$ cat src/rtl/ripple_alu_pkg.sv
package ripple_alu_pkg;

  localparam int CODE_W = 4;

  typedef enum logic [1:0] {
    PATH_AND  = 2'd0,
    PATH_OR   = 2'd1,
    PATH_SUM  = 2'd2,
    PATH_LESS = 2'd3
  } path_sel_e;

  typedef enum logic [CODE_W-1:0] {
    CODE_AND = 4'b0000,
    CODE_OR  = 4'b0001,
    CODE_ADD = 4'b0010,
    CODE_SUB = 4'b0110,
    CODE_SLT = 4'b0111,
    CODE_NOR = 4'b1100
  } alu_code_e;

  typedef struct packed {
    logic      inv_a;
    logic      neg_b;
    path_sel_e sel;
  } slice_ctrl_t;

  function automatic logic pick_path(path_sel_e sel, logic x, logic y,
                                     logic sum, logic less);
    logic r;
    unique case (sel)
      PATH_AND:  r = x & y;
      PATH_OR:   r = x | y;
      PATH_SUM:  r = sum;
      default:   r = less;
    endcase
    return r;
  endfunction

endpackage

$ cat src/rtl/alu_full_adder.sv
module alu_full_adder (
  input  logic x,
  input  logic y,
  input  logic cin,
  output logic sum,
  output logic cout
);
  always_comb begin
    sum  = x ^ y ^ cin;
    cout = (x & y) | (x & cin) | (y & cin);
  end
endmodule

$ cat src/rtl/alu_ctrl_decode.sv
module alu_ctrl_decode
  import ripple_alu_pkg::*;
(
  input  logic [CODE_W-1:0] code,
  output slice_ctrl_t       ctrl,
  output logic              legal
);
  always_comb begin
    ctrl.inv_a = code[3];
    ctrl.neg_b = code[2];
    ctrl.sel   = path_sel_e'(code[1:0]);
    unique case (code)
      CODE_AND, CODE_OR, CODE_ADD, CODE_SUB, CODE_SLT, CODE_NOR: legal = 1'b1;
      default: legal = 1'b0;
    endcase
  end
endmodule

$ cat src/rtl/alu_slice.sv
module alu_slice
  import ripple_alu_pkg::*;
(
  input  logic        a_bit,
  input  logic        b_bit,
  input  slice_ctrl_t ctrl,
  input  logic        cin,
  input  logic        less,
  output logic        res,
  output logic        cout
);
  logic x, y, sum;

  always_comb begin
    x = ctrl.inv_a ? ~a_bit : a_bit;
    y = ctrl.neg_b ? ~b_bit : b_bit;
  end

  alu_full_adder u_fa (.x(x), .y(y), .cin(cin), .sum(sum), .cout(cout));

  always_comb res = pick_path(ctrl.sel, x, y, sum, less);
endmodule

$ cat src/rtl/alu_msb_slice.sv
module alu_msb_slice
  import ripple_alu_pkg::*;
(
  input  logic        a_bit,
  input  logic        b_bit,
  input  slice_ctrl_t ctrl,
  input  logic        cin,
  input  logic        less,
  output logic        res,
  output logic        cout,
  output logic        set_out,
  output logic        ovf
);
  logic x, y, sum;

  always_comb begin
    x = ctrl.inv_a ? ~a_bit : a_bit;
    y = ctrl.neg_b ? ~b_bit : b_bit;
  end

  alu_full_adder u_fa (.x(x), .y(y), .cin(cin), .sum(sum), .cout(cout));

  always_comb begin
    res     = pick_path(ctrl.sel, x, y, sum, less);
    set_out = sum;
    ovf     = cin ^ cout;
  end
endmodule

$ cat src/rtl/alu_zero_detect.sv
module alu_zero_detect #(
  parameter int WIDTH = 32
) (
  input  logic [WIDTH-1:0] word,
  output logic             is_zero
);
  localparam int HALF = WIDTH / 2;
  logic lo_any, hi_any;

  always_comb begin
    lo_any  = |word[HALF-1:0];
    hi_any  = |word[WIDTH-1:HALF];
    is_zero = ~(lo_any | hi_any);
  end
endmodule

$ cat src/rtl/ripple_alu.sv
module ripple_alu
  import ripple_alu_pkg::*;
#(
  parameter int WIDTH = 32
) (
  input  logic [WIDTH-1:0]  a_in,
  input  logic [WIDTH-1:0]  b_in,
  input  logic [CODE_W-1:0] alu_code,
  output logic [WIDTH-1:0]  result,
  output logic              zero,
  output logic              overflow,
  output logic              carry_out
);
  localparam int TOP = WIDTH - 1;

  slice_ctrl_t      ctrl;
  logic             legal;
  logic             carry [WIDTH+1];
  logic [WIDTH-1:0] raw_res;
  logic             msb_set;

  alu_ctrl_decode u_dec (.code(alu_code), .ctrl(ctrl), .legal(legal));

  assign carry[0] = ctrl.neg_b;

  for (genvar i = 0; i < WIDTH; i++) begin : g_bit
    if (i == TOP) begin : g_msb
      alu_msb_slice u_slice (
        .a_bit(a_in[i]), .b_bit(b_in[i]), .ctrl(ctrl),
        .cin(carry[i]), .less(1'b0),
        .res(raw_res[i]), .cout(carry[i+1]),
        .set_out(msb_set), .ovf(overflow)
      );
    end else if (i == 0) begin : g_lsb
      alu_slice u_slice (
        .a_bit(a_in[i]), .b_bit(b_in[i]), .ctrl(ctrl),
        .cin(carry[i]), .less(msb_set),
        .res(raw_res[i]), .cout(carry[i+1])
      );
    end else begin : g_mid
      alu_slice u_slice (
        .a_bit(a_in[i]), .b_bit(b_in[i]), .ctrl(ctrl),
        .cin(carry[i]), .less(1'b0),
        .res(raw_res[i]), .cout(carry[i+1])
      );
    end
  end

  assign carry_out = carry[WIDTH];
  assign result    = legal ? raw_res : '0;

  alu_zero_detect #(.WIDTH(WIDTH)) u_zero (.word(result), .is_zero(zero));
endmodule

$ cat config.mk
export PLATFORM = sky130hd
export DESIGN_NAME = ripple_alu
export DESIGN_NICKNAME = d
export VERILOG_FILES = /design/src/rtl/ripple_alu_pkg.sv /design/src/rtl/alu_full_adder.sv /design/src/rtl/alu_ctrl_decode.sv /design/src/rtl/alu_slice.sv /design/src/rtl/alu_msb_slice.sv /design/src/rtl/alu_zero_detect.sv /design/src/rtl/ripple_alu.sv
export SDC_FILE = /design/constraint.sdc
export NUM_CORES = 1
export LEC_CHECK = 0
export ABC_AREA = 1
export BUFFER_PORTS_ARGS = -buffer_cell sky130_fd_sc_hd__buf_2
export CAP_MARGIN = 10
export CORE_ASPECT_RATIO = 0.6
export CORE_MARGIN = 1.5
export CORE_UTILIZATION = 40
export DETAILED_ROUTE_END_ITERATION = 6
export GPL_ROUTABILITY_DRIVEN = 1
export GPL_TIMING_DRIVEN = 0
export REMOVE_ABC_BUFFERS = 1
export SLEW_MARGIN = 10
export SYNTH_ARGS = -nofsm -noshare
export SYNTH_HDL_FRONTEND = slang
export SYNTH_HIERARCHICAL = 1
export SYNTH_SLANG_ARGS = --single-unit
export TNS_END_PERCENT = 50
$ cat constraint.sdc
create_clock -name vclk -period 34.5
set_input_delay 5.175 -clock vclk [all_inputs]
set_output_delay 5.175 -clock vclk [all_outputs]
set_load 0.02 [all_outputs]
Yosys cells after proc, flatten, opt, wreduce, memory -nomap -nowiden:

Cells that the tools add are included.

* register bits after elaboration: 0
* output and inout bits: 35
* word-level logic and storage cells: 433

* equal/unequal tests: 7
* multiplexer cells: 98
* bitwise logic cells: 323
* reductions and logical operators: 5

Operator list (number)
* bitwise OR 1 bit: 97
* AND 1 bit: 96
* case mux 1 bit (3 select lines): 32
* 2-to-1 mux 1 bit: 65
* inverter 1 bit: 65
* bitwise XOR 1 bit: 65
* 2-to-1 mux 32 bit: 1
* OR reduction 16 bit: 2
* equality test 4 x 3 -> 1 bit (second input constant): 2
* OR reduction 6 bit: 1
* equality test 4 x 1 -> 1 bit (second input constant): 1
* equality test 4 x 2 -> 1 bit (second input constant): 1
* equality test 4 bit (second input constant): 1
* zero test 4 bit: 1
* equality test 2 x 1 -> 1 bit (second input constant): 1
* equality test 2 bit (second input constant): 1
* zero test 2 bit: 1

Logic depth before layout (Yosys ltp):

* depth after elaboration: 101
* mapped depth: 47

Hierarchy:

The synthesis kept the hierarchy.

By module, submodules not included
* alu_slice: instances 31, cells each 18, area each 85.1 um2
* alu_full_adder: instances 32, cells each 1, area each 20.0 um2
* ripple_alu: instances 1, cells each 68, area each 277.8 um2
* alu_zero_detect: instances 1, cells each 31, area each 116.4 um2
* alu_msb_slice: instances 1, cells each 19, area each 93.8 um2
* alu_ctrl_decode: instances 1, cells each 15, area each 73.8 um2

Least setup slack after synthesis:

Ideal clock, no wire load.

* kind: input to output
* start point: input alu_code[3]
* end point: output zero
* arrival: 20.509 ns
* slack: 8.816 ns
* stages on the path: 47
* buffers on the path: 1
* cell sequence: buf_4 -> inv_1 -> nand2_1 -> nand2_1 -> fa_1 -> fa_1 -> fa_1 -> fa_1 -> fa_1 -> fa_1 -> fa_1 -> fa_1 -> fa_1 -> fa_1 -> fa_1 -> fa_1 -> fa_1 -> fa_1 -> [... 11 more ...] -> fa_1 -> fa_1 -> fa_1 -> fa_1 -> fa_1 -> fa_1 -> fa_1 -> inv_1 -> o21ai_0 -> a21oi_1 -> a21oi_2 -> nand2_1 -> inv_1 -> nor2_1 -> nand2_1 -> nor2_1 -> nand2_1 -> nor2_1

RTL lines
* from (decl): RTL line ripple_alu.sv:8 `input logic [CODE_W-1:0] alu_code,`
* to (decl): RTL line ripple_alu.sv:10 `output logic zero,`

==> flow_metrics.py <==
metrics = {
    "power": {
        "power_density_mw_per_mm2": 18.4,
        "p_clk_share_pct": 0,
        "leakage_nw": 3.18,
        "p_int_mw": 0.0327,
        "combPwrFrac_pct": 100.0,
        "p_seq_share_pct": 0,
        "swShare_pct": 61.8,
        "p_switching_mw": 0.0529,
        "vdd_drop_max_uv": 12.4,
    },
    "setup_path": {
        "required_ns": 29.32,
        "worst-path-buf-inv": 4,
        "end_kind": "primary output",
        "slowest_delay_ns": 0.83,
        "critical_path.top_delay_family": "adder cells",
        "path_class": "in2out",
        "critical_path.most_common_cell": "fa_1",
        "cp_max_fo": 36,
        "crit_slowest_cell": "buf_2",
        "start_kind": "input pin",
        "arrival_ns": 21.79,
    },
    "cells_and_area": {
        "syn2layout_area_growth_pct": 21.2,
        "multi_input_area_sq_mm": 0.00316,
        "drive_gt1_share_pct": 16.3,
        "nFillCells": 1013,
        "seq_area_sq_um": 0,
        "mostFrequentLayoutCell": "nand2_1",
        "num_antenna_cells": 0,
        "final_cell_mix": "nand2_1, inv_1, buf_2",
        "seq_cells": 0,
        "fin_nets": 954,
        "num-clock-buffers": 0,
    },
    "sta": {
        "finalHoldViolCount": 0,
        "setup_viol": 0,
        "finalCritPeriodShare_pct": 78.1,
        "max_freq_ghz": 0.0371,
        "tns_ns": 0,
        "grt_setup_unrepaired": "no",
        "layout_setup_ws_ns": 7.54,
        "min_period_ns": 26.96,
        "tightest_slew_ns": 1.14,
        "relSlewSlack_pct": 24.0,
        "slew_violations": 0,
    },
    "floorplan": {
        "start_util_pct": 41.5,
        "io_pins": 103,
        "dieArea_sq_mm": 0.0102,
        "core_area_sq_mm": 0.00926,
        "die_height_um": 78.9,
        "std_cell_rows": 27,
        "die_w_um": 129,
    },
    "yosys": {
        "synth_top_family_by_area": "simple AND/OR/NAND/NOR gates",
        "synth-compound-area-share_pct": 15.8,
        "post_synth_fa_ha_maj_area_fraction_pct": 16.7,
        "yosysSeqAreaShare_pct": 0,
        "syn_avg_cell_area_sq_um": 5.31,
        "synth_mux_area_share_pct": 0,
        "yosys_warnings": 6,
        "synthSimpleGateAreaFrac_pct": 39.1,
        "synthXorXnorAreaFrac_pct": 7.53,
        "ys_types": 13,
        "syn_inst": 723,
        "mappedNetlistArea_sq_mm": 0.00384,
    },
    "global_routing": {
        "grt_pass1_wl_mm": 17.0,
        "track_usage_pct": 19.8,
        "grt_overflow": 0,
        "grt_max_degree": 76,
        "antenna_found_initial": 0,
        "grt_pass1_vias": 3898,
    },
    "detailed_routing": {
        "wl_per_cell_um": 10.1,
        "wirelength_mm": 9.95,
        "firstDrtPassIters": 6,
        "drtIter0Drc": 225,
        "route.vias.total": 4353,
        "drc": 0,
        "final_antenna_net_count": 0,
        "viasPerCell": 4.43,
    },
    "placement": {
        "dp_hpwl_mm": 7.60,
        "pre_cts_ws_ns": 7.44,
        "place.gp.congestion": 0.762,
        "io_buffer_count": 103,
    },
    "clock_network": {
        "post-cts-setup-buffer-count": 0,
        "hold_buffers": 0,
        "ctsResizeCount": 0,
    },
    "run": {
        "cap_violations": 0,
    },
    "run_status": {
        "status": "complete, no violations",
    },
    "hold_path": {
        "hp-class": "in2out",
    },
}
tightest hold or removal path, cell delays in order:
cell and delay, ns:
buf_2 0.08, xor2_1 0.09, nand2_1 0.09, a21oi_2 0.05, nand2_1 0.05, inv_1 0.04
buf_2 0.15
cell type report:
| type | instances | area share (%) |
|---|---|---|
| Inverter | 196 | 15.8 |
| Multi-Input combinational cell | 550 | 67.9 |
| Tap cell | 130 | 3.49 |
| Timing Repair Buffer | 106 | 12.8 |
path summary, 6_finish.rpt:
check	from	endpoint	slack (ns)	cells past startpoint
worst min-delay path	b_in[24]	result[24]	10.90	7
worst max-delay path	alu_code[2]	zero	7.54	46
power groups by stage:
stage | Combinational, mW | Clock, mW | Sequential, mW
after global routing | 0.100 | 0 | 0
after floorplan | 0.0592 | 0 | 0
after detailed placement | 0.0862 | 0 | 0
after CTS | 0.0863 | 0 | 0
after global placement | 0.0827 | 0 | 0
final | 0.0856 | 0 | 0
cells in the mapped netlist, types with 3 or more instances:
library cell | n | area share [%]
a21oi_1 | 33 | 4.3
a21oi_2 | 32 | 7.3
buf_4 | 4 | 0.78
buf_6 | 3 | 0.88
fa_1 | 32 | 17
inv_1 | 196 | 19
nand2_1 | 270 | 26
nand3_1 | 33 | 4.3
nand3b_1 | 32 | 6.3
nor2_1 | 22 | 2.2
o21ai_0 | 32 | 4.2
xor2_1 | 33 | 7.5
metal layers:
metal	global-route usage (%)	wire, um	part of all wire [%]	vias to the layer above
li1	-	-	-	2362
met1	28.8	5040	51	1886
met2	34.6	4320	43	105
met3	1.01	587	5.9	0
met4	0	0	0	0
met5	0	0	0	-
per-stage QoR:
stage	cell area [sq um]	util (%)	hold WS (ns)	total power, mW	instances
floorplan	3890	-	10.66	0.0592	746
finish	4650	50.3	10.90	0.0856	982
detailed placement	4650	50.3	10.91	0.0862	982
global placement	4570	49.3	10.91	0.0827	979
CTS	4650	50.3	10.91	0.0863	982
global route	4650	50.3	10.96	0.100	982
cells by family after synthesis:
logic type	Yosys count
other	1
adder cells (fa/ha/maj)	32
AO/OA/AOI/OAI	97
buffers and inverters	203
XOR/XNOR	33
AND/OR/NAND/NOR	357
Power figures use the tool's default switching activity.
